--- src/rtl/mcg_pkg.sv ---
package mcg_pkg;

    localparam int REG_W   = 32;
    localparam int EN_BIT  = 31;
    localparam int SEL_LSB = 24;
    localparam int M_LSB   = 0;
    localparam int M_W     = 4;
    localparam int P_LSB   = 16;
    localparam int P_W     = 2;
    localparam int OPH_LSB = 8;
    localparam int SPH_LSB = 20;
    localparam int PH_W    = 3;

    // derived sizes
    localparam int P_MAX    = (1 << P_W) - 1;
    localparam int N_W      = M_W + P_MAX + 1;
    localparam int HALF_MAX = ((1 << M_W) << P_MAX) / 2;

    typedef enum logic [1:0] {
        ST_OFF = 2'd0,
        ST_HI  = 2'd1,
        ST_LO  = 2'd2
    } div_state_e;

    typedef struct packed {
        logic [PH_W-1:0] sph;
        logic [PH_W-1:0] oph;
        logic [P_W-1:0]  p;
        logic [M_W-1:0]  m;
    } div_cfg_t;

    function automatic logic [REG_W-1:0] cfg_mask(int sel_w);
        logic [REG_W-1:0] k;
        k = '0;
        k[EN_BIT] = 1'b1;
        for (int i = 0; i < sel_w; i++) k[SEL_LSB + i] = 1'b1;
        for (int i = 0; i < PH_W; i++) begin
            k[OPH_LSB + i] = 1'b1;
            k[SPH_LSB + i] = 1'b1;
        end
        for (int i = 0; i < P_W; i++) k[P_LSB + i] = 1'b1;
        for (int i = 0; i < M_W; i++) k[M_LSB + i] = 1'b1;
        return k;
    endfunction

endpackage

--- src/rtl/mcg_cfg_reg.sv ---
module mcg_cfg_reg
    import mcg_pkg::*;
#(
    parameter int SEL_W = 2
) (
    input  logic             clk,
    input  logic             rst_n,
    input  logic             wr_en,
    input  logic [REG_W-1:0] wr_data,
    output logic [REG_W-1:0] rd_data,
    output logic             en,
    output logic [SEL_W-1:0] sel,
    output div_cfg_t         fld
);

    localparam logic [REG_W-1:0] MASK = cfg_mask(SEL_W);

    logic [REG_W-1:0] word_q;

    always_ff @(posedge clk or negedge rst_n) begin
        if (!rst_n) begin
            word_q <= '0;
        end else if (wr_en) begin
            word_q <= wr_data & MASK;
        end
    end

    assign rd_data = word_q;
    assign en      = word_q[EN_BIT];
    assign sel     = word_q[SEL_LSB +: SEL_W];
    assign fld.m   = word_q[M_LSB +: M_W];
    assign fld.p   = word_q[P_LSB +: P_W];
    assign fld.oph = word_q[OPH_LSB +: PH_W];
    assign fld.sph = word_q[SPH_LSB +: PH_W];

endmodule

--- src/rtl/mcg_divider.sv ---
module mcg_divider
    import mcg_pkg::*;
(
    input  logic           clk,
    input  logic           rst_n,
    input  logic           en,
    input  logic           tick,
    input  div_cfg_t       cfg_in,
    output div_cfg_t       act,
    output logic [N_W-1:0] half,
    output logic           mod_lvl,
    output logic           running
);

    div_state_e       state, nstate;
    logic [P_MAX-1:0] pcnt, pcnt_n;
    logic [M_W-1:0]   mcnt, mcnt_n;
    logic             load;
    logic [P_MAX-1:0] pre_top;
    logic             pre_wrap, per_wrap;
    logic [N_W-1:0]   n_act, pos_n;

    // working-set ratio and high time
    assign pre_top  = ~(P_MAX'({P_MAX{1'b1}} << act.p));
    assign pre_wrap = (pcnt == pre_top);
    assign per_wrap = pre_wrap && (mcnt == act.m);
    assign n_act    = N_W'({1'b0, act.m} + 1'b1) << act.p;
    assign half     = (n_act == N_W'(1)) ? N_W'(1) : (n_act >> 1);

    always_comb begin
        nstate = state;
        pcnt_n = pcnt;
        mcnt_n = mcnt;
        load   = 1'b0;
        pos_n  = '0;
        unique case (state)
            ST_OFF: begin
                pcnt_n = '0;
                mcnt_n = '0;
                load   = 1'b1;
                if (en) nstate = ST_HI;
            end
            ST_HI, ST_LO: begin
                if (!en) begin
                    nstate = ST_OFF;
                    pcnt_n = '0;
                    mcnt_n = '0;
                end else if (tick) begin
                    if (per_wrap) begin
                        pcnt_n = '0;
                        mcnt_n = '0;
                        load   = 1'b1;
                        nstate = ST_HI;
                    end else begin
                        if (pre_wrap) begin
                            pcnt_n = '0;
                            mcnt_n = mcnt + 1'b1;
                        end else begin
                            pcnt_n = pcnt + 1'b1;
                        end
                        pos_n  = (N_W'(mcnt_n) << act.p) | N_W'(pcnt_n);
                        nstate = (pos_n < half) ? ST_HI : ST_LO;
                    end
                end
            end
            default: begin
                nstate = ST_OFF;
            end
        endcase
    end

    // state register, counters and working set
    always_ff @(posedge clk or negedge rst_n) begin
        if (!rst_n) begin
            state <= ST_OFF;
            pcnt  <= '0;
            mcnt  <= '0;
            act   <= '0;
        end else begin
            state <= nstate;
            pcnt  <= pcnt_n;
            mcnt  <= mcnt_n;
            if (load) act <= cfg_in;
        end
    end

    // outputs
    always_comb begin
        mod_lvl = (state == ST_HI);
        running = (state != ST_OFF);
    end

endmodule

--- src/rtl/mcg_phase_tap.sv ---
module mcg_phase_tap
    import mcg_pkg::*;
#(
    parameter int DEPTH = 64,
    parameter int NTAP  = 2
) (
    input  logic                      clk,
    input  logic                      rst_n,
    input  logic                      clr,
    input  logic                      adv,
    input  logic                      din,
    input  logic [NTAP-1:0][PH_W-1:0] code,
    input  logic [N_W-1:0]            half,
    output logic [NTAP-1:0]           tap
);

    localparam int IW = $clog2(DEPTH);

    logic [DEPTH-1:0] line_q;

    // one entry per parent period of module-clock history
    always_ff @(posedge clk or negedge rst_n) begin
        if (!rst_n) begin
            line_q <= '0;
        end else if (clr) begin
            line_q <= '0;
        end else if (adv) begin
            line_q <= {line_q[DEPTH-2:0], din};
        end
    end

    for (genvar g = 0; g < NTAP; g++) begin : g_tap
        logic [N_W-1:0] lag;
        logic [IW-1:0]  idx;
        assign lag    = (code[g] != '0) ? N_W'(code[g]) : half;
        assign idx    = IW'(lag - N_W'(1));
        assign tap[g] = line_q[idx];
    end

endmodule

--- src/rtl/modclk_phase_gen.sv ---
module modclk_phase_gen
    import mcg_pkg::*;
#(
    parameter int SEL_W = 2
) (
    input  logic                  clk,
    input  logic                  rst_n,
    input  logic [(1<<SEL_W)-1:0] src_tick,
    input  logic                  wr_en,
    input  logic [31:0]           wr_data,
    output logic [31:0]           rd_data,
    output logic                  mod_clk,
    output logic                  out_clk,
    output logic                  smp_clk
);

    localparam int LINE_D = (HALF_MAX > (1 << PH_W)) ? HALF_MAX : (1 << PH_W);

    logic                  en;
    logic [SEL_W-1:0]      sel;
    div_cfg_t              fld, act;
    logic                  tick;
    logic [N_W-1:0]        half;
    logic                  mod_lvl, running;
    logic [1:0][PH_W-1:0]  codes;
    logic [1:0]            taps;

    mcg_cfg_reg #(.SEL_W(SEL_W)) i_cfg (
        .clk     (clk),
        .rst_n   (rst_n),
        .wr_en   (wr_en),
        .wr_data (wr_data),
        .rd_data (rd_data),
        .en      (en),
        .sel     (sel),
        .fld     (fld)
    );

    assign tick = en & src_tick[sel];

    mcg_divider i_div (
        .clk     (clk),
        .rst_n   (rst_n),
        .en      (en),
        .tick    (tick),
        .cfg_in  (fld),
        .act     (act),
        .half    (half),
        .mod_lvl (mod_lvl),
        .running (running)
    );

    assign codes[0] = act.oph;
    assign codes[1] = act.sph;

    mcg_phase_tap #(.DEPTH(LINE_D), .NTAP(2)) i_tap (
        .clk   (clk),
        .rst_n (rst_n),
        .clr   (!running),
        .adv   (tick & running),
        .din   (mod_lvl),
        .code  (codes),
        .half  (half),
        .tap   (taps)
    );

    assign mod_clk = en & mod_lvl;
    assign out_clk = en & taps[0];
    assign smp_clk = en & taps[1];

endmodule

--- config.mk ---
export PLATFORM = sky130hd
export DESIGN_NAME = modclk_phase_gen
export DESIGN_NICKNAME = d
export VERILOG_FILES = /design/src/rtl/mcg_pkg.sv /design/src/rtl/mcg_cfg_reg.sv /design/src/rtl/mcg_divider.sv /design/src/rtl/mcg_phase_tap.sv /design/src/rtl/modclk_phase_gen.sv
export SDC_FILE = /design/constraint.sdc
export NUM_CORES = 1
export LEC_CHECK = 0
export BUFFER_PORTS_ARGS = -buffer_cell sky130_fd_sc_hd__buf_2
export CAP_MARGIN = 30
export CELL_PAD_IN_SITES_DETAIL_PLACEMENT = 0
export CELL_PAD_IN_SITES_GLOBAL_PLACEMENT = 1
export CORE_MARGIN = 5
export CORE_UTILIZATION = 51
export CTS_CLUSTER_DIAMETER = 80
export DETAILED_ROUTE_END_ITERATION = 7
export GPL_ROUTABILITY_DRIVEN = 0
export GPL_TIMING_DRIVEN = 0
export PLACE_DENSITY_LB_ADDON = 0.15
export SYNTH_ARGS = -nofsm -noshare
export SYNTH_HDL_FRONTEND = slang
export SYNTH_HIERARCHICAL = 1
export SYNTH_SLANG_ARGS = --single-unit
--- constraint.sdc ---
create_clock -name clk -period 7.3 [get_ports clk]
set_input_delay 0.365 -clock clk [delete_from_list [all_inputs] [get_ports clk]]
set_output_delay 0.365 -clock clk [all_outputs]
set_load 0.01 [all_outputs]
# --- Word level (Yosys, flattened, before mapping) ---
# Index checks and enable logic that the tools add are counted.
# W data, S select, Z words.
totals:
  register_bits: 100
  latch_bits: 0
  mem_bits_rw: 0
  mem_bits_ro: 0
  inputBits: 39
  output_inout_bits: 35
  word_cells: 84
  memories: 0
op_classes:
  add_sub_neg: 5
  mul: 0
  n_div: 0
  magnitude_cmp: 4
  n_eq_ne: 8
  n_shift: 3
  mux: 39
  n_bitwise: 7
  reduce_logical: 9
op_table:
  columns: ["op", "n"]
  rows:
  - ["$mux W64", 2]
  - ["$mux W4", 8]
  - ["$mux W3", 8]
  - ["$lt A6 B7 Y1 const B", 2]
  - ["$bmux W1 S6", 2]
  - ["$mux W6", 2]
  - ["$sub A6 B1 Y6 const B", 2]
  - ["$mux W2", 5]
  - ["$eq A8 B1 Y1 const B", 1]
  - ["$lt A8 B7 Y1", 1]
  - ["$or A8 B3 Y8", 1]
  - ["$pmux W4 S2", 1]
  - ["$shl A4 B2 Y8", 1]
  - ["$shl A8 B2 Y8", 1]
  - ["$mux W7", 1]
  - ["$mux W1", 6]
  - ["$pmux W3 S2", 1]
  - ["$reduce_bool A3 Y1", 2]
  - ["$add A4 B1 Y5 const B", 1]
  - ["$and A1 B1 Y1", 5]
  - ["$add A4 B1 Y4 const B", 1]
  - ["$eq A4 B4 Y1", 1]
  - ["$pmux W2 S2", 1]
  - ["$reduce_and A2 Y1", 2]
  - ["other kinds (16)", 17]

# --- Depth between registers and ports, before layout ---
# Gate-level depths: netlist of the first run.
logic_depth:
  ltp_word: 16
  ltp_mapped: 16
  ltp_nobuf: 13

# --- By module ---
# Netlist of the first run, hierarchy kept.
by_module_without_submodules:
  columns: ["module", "n_inst", "cells_each", "area_per_inst_um2", "seq_area_each_um2"]
  rows:
  - ["mcg_phase_tap", 1, 330, 3906.2, 1601.5]
  - ["mcg_divider", 1, 215, 1969.4, 525.5]
  - ["mcg_cfg_reg", 1, 65, 857.1, 375.4]
  - ["modclk_phase_gen", 1, 11, 80.1, 0.0]

# --- Worst setup path before layout of the first run ---
# No wires, ideal clock.
synth_timing:
  kind: "register -> output"
  start: "register i_div/act[0] (netlist name)"
  end: "output out_clk"
  arrival_time_ns: 4.118
  required_time_ns: 6.935
  setup_slack_ns: 2.817
  stages_incl_launch_ff: 15
  n_path_buf: 3
  path_cell_list: "dfrtp_1 ha_1 a22o_1 a211oi_1 o22ai_1 a21oi_2 buf_2 ha_1 buf_2 buf_2 mux4_2 nand3_1 nand4_1 mux4_2 and2_1"
synth_via:
  elab_chain_cells: 9
synth_rtl:
  columns: ["item", "line", "text"]
  rows:
  - ["$add A4 B1 Y5 *", "mcg_divider.sv:27", "assign n_act = N_W'({1'b0, act.m} + 1'b1) << act.p;"]
  - ["$shl A8 B2 Y8 *", "mcg_divider.sv:27", null]
  - ["$eq A8 B1 Y1", "mcg_divider.sv:28", "assign half = (n_act == N_W'(1)) ? N_W'(1) : (n_act >> 1);"]
  - ["$mux W7 *", "mcg_divider.sv:28", null]
  - ["via half[0]", "modclk_phase_gen.sv:23", "logic [N_W-1:0] half;"]
  - ["$mux W6 *", "mcg_phase_tap.sv:35", "assign lag = (code[g] != '0) ? N_W'(code[g]) : half;"]
  - ["$sub A6 B1 Y6 *", "mcg_phase_tap.sv:36", "assign idx = IW'(lag - N_W'(1));"]
  - ["$bmux W1 S6 *", "mcg_phase_tap.sv:37", "assign tap[g] = line_q[idx];"]
  - ["$mux W1 (not written as such) *", "mcg_phase_tap.sv:37", null]
  - ["via taps[0]", "modclk_phase_gen.sv:26", "logic [1:0] taps;"]
  - ["$and A1 B1 Y1 *", "modclk_phase_gen.sv:68", "assign out_clk = en & taps[0];"]
  - ["end: declaration", "modclk_phase_gen.sv:13", "output logic out_clk,"]
# Mark *: on every way through the listed nets, which the timed path passes. The rest lies on a longest branch. The select of a mux whose other input is x is not followed.

# --- Worst setup path in the final report of the first run ---
layout_timing:
  start: "register i_div/act[0] (netlist name)"
  end: "output out_clk"
layout_via:
  elab_chain_cells: 9
layout_rtl:
  columns: ["item", "line"]
  rows:
  - ["$add A4 B1 Y5 *", "mcg_divider.sv:27"]
  - ["$shl A8 B2 Y8 *", "mcg_divider.sv:27"]
  - ["$eq A8 B1 Y1", "mcg_divider.sv:28"]
  - ["$mux W7 *", "mcg_divider.sv:28"]
  - ["via half[0]", "modclk_phase_gen.sv:23"]
  - ["$mux W6 *", "mcg_phase_tap.sv:35"]
  - ["$sub A6 B1 Y6 *", "mcg_phase_tap.sv:36"]
  - ["$bmux W1 S6 *", "mcg_phase_tap.sv:37"]
  - ["$mux W1 (not written as such) *", "mcg_phase_tap.sv:37"]
  - ["via taps[0]", "modclk_phase_gen.sv:26"]
  - ["$and A1 B1 Y1 *", "modclk_phase_gen.sv:68"]
# Marks and branches as above.

==> reports/summary.txt, run 1 <==
pin count of the biggest net entering global routing - 62
Initial Util - 51.7%
number of diodes - 0
DIE WIDTH - 125 um
flop-to-flop setup slack - 4.10 ns
Worst EP arrival - 5.70 ns
filler instances - 1154
slew of the pin with the lowest slew margin - 0.812 ns
Clk Latency, worst-skew pair - 0.35 ns
Crit Reg-Reg Endpoint - i_div/state[1]
First-pass DRT Iterations - 5
layout cell share with drive strength beyond 1 - 25.6%
Vias/cell - 5.81
Num CTS Buffers - 9
CORE AREA - 0.0131 mm2
H-Tree Depth - 3
Worst VDD drop - 0.206 mV
Syn Area/Cell - 11.0 um2
Port Buffers - 38
P_sw - 1150 uW
DR vias - 5037
number of global-route vias before repair - 4833
CTS root buf - clkbuf_16
Clock Skew - 0.00933 ns
register share of total power - 25.4%
Clk pwr share - 18.3%
grt ovf - 0
Fin. Hold Viols - 4
Layout Area Growth over Synthesis - 12.1%
CP max FO - 10
wire per inst - 17.8 um
Synthesis Warnings - 6
Final setup viols - 0
# hold bufs at CTS - 0
worst path required time - 6.93 ns
Max Root-Sink Buffers - 2
Hold Slack - -0.00260 ns
GRT Util Overall - 19.8%
hpwl dp - 11100 um
Die ar. - 0.0157 mm2
clk sinks - 100
Final Non-Filler Cells - 867
hold crit path type - in2async
R2R cell count - 11
clock slew at reported path FFs - 0.07 ns
final slew viol count - 0
CTS tree - built
switching share of power - 43.5%
WS Path Type - reg2out
Initial DRC Count - 460
status - complete, but fails checks
Top Ports - 74
Setup crit end kind - output port
RSZ-0062 raised after global routing - false
setup bufs post-CTS - 0
worst r2r src - i_div/act[0]
routed wire length - 15400 um
placed insts - 851
PostCTS Resize Cnt - 0
drc violations - 0
Lkg Pwr - 0.00331 uW
max cap viols - 0
CP Launch Type - register
initial antenna violation count - 0
P_int - 1490 uW
final antenna-violating net count - 0
num rows - 42
synthesized instance count - 618
Die Y-Extent - 125 um
setup total negative slack - 0 ns
Netlist Area Pre-Place - 0.00680 mm2
Worst slew margin - 45.4%
fmax - 0.165 GHz
first-pass GRT wire length - 25300 um
final critical-path required period - 6.06 ns
fin crit share - 83.0%
failing checks - negative hold slack
# nets final - 739
combinational share of power - 56.2%
PwrDens - 346 mW/mm2
final cells by class:
type	instances	area [um2]	share of cell area, %
clock buffers	14	294	3.86
clock inverters	2	15.0	0.197
repair buffers	41	230	3.02
plain buffers	73	517	6.78
inverters	10	37.5	0.493
well taps	176	220	2.89
flip-flops and latches	100	2500	32.9
multi-input cells	451	3800	49.9
cells in the final DEF (no fill, tap or decap), types with 4 or more instances in the layout:
master / n
a31oi_1: 4
nand2_1: 24
o31ai_1: 8
mux4_2: 18
inv_1: 10
dfrtp_1: 100
o21ai_0: 11
mux2_4: 20
clkbuf_16: 9
mux2_2: 7
clkbuf_1: 13
mux4_1: 10
mux4_4: 6
a211oi_1: 4
a21o_1: 4
nor3_1: 5
xor2_1: 6
buf_4: 35
nand3_1: 43
nor2_1: 84
buf_1: 5
xnor2_1: 11
and2_1: 7
a21oi_1: 10
clkbuf_8: 7
conb_1: 17
buf_2: 48
buf_6: 9
o22ai_1: 5
a21oi_2: 4
nand4_1: 10
mux2i_1: 69
nor4_1: 5
ha_1: 14
worst max-delay path, stage by stage (launching register included):
cell	delay (ns)
dfrtp_1	0.48
ha_1	0.32
a22o_1	0.23
a211oi_1	0.51
o22ai_1	0.30
a21oi_2	0.61
buf_2	0.44
ha_1	0.19
buf_2	0.25
buf_2	0.41
mux4_2	0.59
nand3_1	0.11
nand4_1	0.12
mux4_2	0.47
and2_1	0.19
buf_2	0.14
how the worst max path moves through the flow:
stage                             from  endpoint  slack (ns)  cells past startpoint
after floorplan           i_div/act[0]   out_clk        2.82                     14
after global placement    i_div/act[0]   out_clk        1.68                     15
after detailed placement  i_div/act[0]   out_clk        1.59                     15
after CTS                 i_div/act[0]   out_clk        1.23                     15
after global routing      i_div/act[0]   out_clk        0.89                     15
final                     i_div/act[0]   out_clk        1.24                     15
metrics by stage:
| step | total power, uW | util, % | cell area (um2) | hold slack [ns] | setup slack (ns) |
|---|---|---|---|---|---|
| floorplan | 1810 | - | 6860 | 0.0694 | 2.82 |
| global route | 2800 | 58.0 | 7620 | 0.0467 | 0.886 |
| global placement | 2130 | 55.3 | 7270 | 0.503 | 1.68 |
| finish | 2640 | 58.0 | 7620 | -0.00260 | 1.24 |
| CTS | 2640 | 58.0 | 7620 | 0.0173 | 1.23 |
| detailed placement | 2160 | 55.6 | 7310 | 0.382 | 1.59 |
metal layers:
layer | vias to the layer above | GRT usage (%) | routed length (um)
met5 | - | 0 | 0
met1 | 2492 | 30.8 | 7440
li1 | 2358 | - | -
met2 | 171 | 28.0 | 6820
met3 | 16 | 3.11 | 866
met4 | 0 | 7.14 | 276
registers in the layout (all words and copies together) (netlist names):
signal,count
i_cfg/rd_data,15
i_div/act,12
i_div/mcnt,4
i_div/pcnt,3
i_div/state,2
i_tap/line_q,64
power groups by stage:
stage	Sequential [uW]	Clock, uW	Combinational [uW]
finish	670	483	1480
floorplan	656	0	1150
global placement	674	0	1450
detailed placement	679	0	1480
CTS	669	492	1480
global route	679	515	1610
Power figures use the tool's default switching activity.
==> run 2, diff against run 1 <==
- ABC_AREA: not set -> 1
- CORE_UTILIZATION: 51 -> 43
- clock period: 7.3 -> 6.1 ns (I/O delays scaled with it)
==> reports/summary.txt, run 2 <==
hpwl dp - 14500 um
crit-path cells - inv_1, clkbuf_1, nand3_1, nand4_1, nand2_1, inv_1, nand3_4, nand2_4, buf_2, ha_1, buf_2, inv_1, buf_1, nand3_1, nand3_1, nand3_1, nand3_1, nand3_1, nand2_1, nand2_1, inv_1, buf_2
clk sinks - 100
CP Launch Type - register
WS Path Type - reg2out
slew of the pin with the lowest slew margin - 0.735 ns
status - finished clean
drc violations - 0
area of the multi-input gates - 0.00341 mm2
fmax - 0.195 GHz
Synthesis Warnings - 6
Clk pwr share - 12.5%
Worst EP arrival - 4.81 ns
Worst VDD drop - 0.293 mV
Vias/cell - 5.03
Layout Area Growth over Synthesis - 12.5%
Die Y-Extent - 136 um
Num CTS Buffers - 9
num rows - 46
CORE AREA - 0.0158 mm2
first-pass GRT wire length - 32200 um
Lkg Pwr - 0.00399 uW
Port Buffers - 38
Hold Slack - 0.147 ns
CTS root buf - clkbuf_16
delay-heaviest family, CP - buffers and inverters
Crit Reg-Reg Endpoint - i_div/state[1]
combinational share of power - 70.1%
Fin. Hold Viols - 0
Setup crit end kind - output port
R2R cell count - 17
routed wire length - 19700 um
Netlist Area Pre-Place - 0.00685 mm2
setup bufs post-CTS - 0
CP max FO - 10
Initial Util - 43.5%
number of global-route vias before repair - 6194
# nets final - 1091
WHS Endpoint - i_cfg/rd_data[1]
commonest non-fill, non-tap cells in the layout - nand2_1, nand3_1, inv_1
Final WS setup - 0.985 ns
clock slew at reported path FFs - 0.07 ns
P_int - 2060 uW
DIE WIDTH - 136 um
Crit-path slowest cell - buf_1
final critical-path required period - 5.12 ns
grt ovf - 0
Max Root-Sink Buffers - 2
setup total negative slack - 0 ns
worst path required time - 5.79 ns
layout cell share with drive strength beyond 1 - 14.7%
PwrDens - 605 mW/mm2
most common cell after layout, fill and taps aside - nand2_1
initial antenna violation count - 0
Post-Place Setup Slack - 1.47 ns
hold path depth - 3
Seq. cell area - 0.00250 mm2
pin count of the biggest net entering global routing - 61
GRT Util Overall - 22.1%
cell repeated most along the worst path - nand3_1
fin crit share - 83.9%
filler instances - 1691
final slew viol count - 0
CTS tree - built
final antenna-violating net count - 0
Initial DRC Count - 534
Biggest register - i_tap/line_q
synthesized instance count - 971
max FFs per register - 64
HP Start - wr_data[1]
Clk Latency, worst-skew pair - 0.35 ns
worst r2r src - i_div/act[5]
H-Tree Depth - 3
Worst slew margin - 51.0%
max cap viols - 0
RSZ-0062 raised after global routing - false
First-pass DRT Iterations - 5
Top Ports - 74
max incr delay on CP - 0.55 ns
Syn Area/Cell - 7.06 um2
Post-Place Cell Area - 0.00740 mm2
wire per inst - 15.7 um
P_sw - 2610 uW
number of diodes - 0
Final Instance Area - 0.00771 mm2
Die ar. - 0.0186 mm2
Util after Layout - 48.9%
switching share of power - 55.9%
flop-to-flop setup slack - 3.41 ns
Clock Skew - 0.0101 ns
DR vias - 6337
Final setup viols - 0
CP bufs+invs - 9
register share of total power - 17.5%
hold crit path type - in2reg
## run 2: changes by cell type in the layout (fill, tap and decap cells not counted), moves of 18 or more
| cell | before | now |
|---|---|---|
| inv_1 | 10 | 130 |
| mux2i_1 | 69 | 0 |
| mux4_2 | 18 | 0 |
| nand2_1 | 24 | 242 |
| nand3_1 | 43 | 218 |
| nor2_1 | 84 | 24 |
| o21ai_0 | 11 | 76 |
## run 2: metal layers
layer	vias up	wire length (um)	GRT usage, %
met5	-	0	0
met4	0	565	8.57
met3	30	1110	3.77
met2	190	9160	35.9
met1	2900	8890	29.4
li1	3217	-	-
## run 2: power groups by stage
stage,combinational (uW),sequential [uW],clock [uW]
floorplan,2310,803,0
global placement,3210,829,0
detailed placement,3220,829,0
CTS,3220,817,604
global route,3630,826,629
finish,3270,816,581
## run 2: worst max path at each step
| stage | startpoint | end | slack [ns] | cells past startpoint |
|---|---|---|---|---|
| 5_1_grt | i_div/act[1] | smp_clk | 0.74 | 25 |
| 3_3_place_gp | i_div/act[5] | smp_clk | 1.50 | 22 |
| 4_1_cts | i_div/act[5] | smp_clk | 1.07 | 22 |
| 2_1_floorplan | i_div/act[0] | out_clk | 2.71 | 23 |
| 3_5_place_dp | i_div/act[5] | smp_clk | 1.47 | 22 |
| 6_report | i_div/act[5] | smp_clk | 0.98 | 22 |
## run 2: stage by stage
stage,instances,total power [uW]
after floorplan,987,3120
after global placement,1241,4040
after detailed placement,1242,4040
after CTS,1259,4640
after global routing,1259,5080
final,1259,4660
## run 2: layout make-up
| class | instances | share of cell area, % |
|---|---|---|
| Tap cell | 216 | 3.50 |
| Multi-Input combinational cell | 674 | 44.2 |
| Sequential cell | 100 | 32.4 |
| Inverter | 138 | 6.78 |
| Clock inverter | 7 | 0.957 |
| Clock buffer | 9 | 2.92 |
| Timing Repair Buffer | 40 | 2.99 |
| Buffer | 75 | 6.20 |
## run 2: worst reg2reg max path: stages, from the launching register on
cell and delay, ns:
dfrtp_1 0.42, buf_6 0.16, nand2_2 0.08, nand2_2 0.10, inv_1 0.04, nor2_1 0.09, nand4_1 0.16, nor3_2 0.17
xor2_1 0.31, o21ai_1 0.12, inv_1 0.06, nor2_1 0.04, ha_1 0.30, a21o_1 0.16, a21oi_1 0.14, nand2_1 0.09
nand3_1 0.08, nand2_1 0.05
## run 2: timing repair
item | 4_1_cts | 5_1_grt
setup endpoints to repair | 0 | 0
endpoints found under the hold margin | 40 | 0
hold buffers | 1 | 0
gates resized for setup | 0 | 0
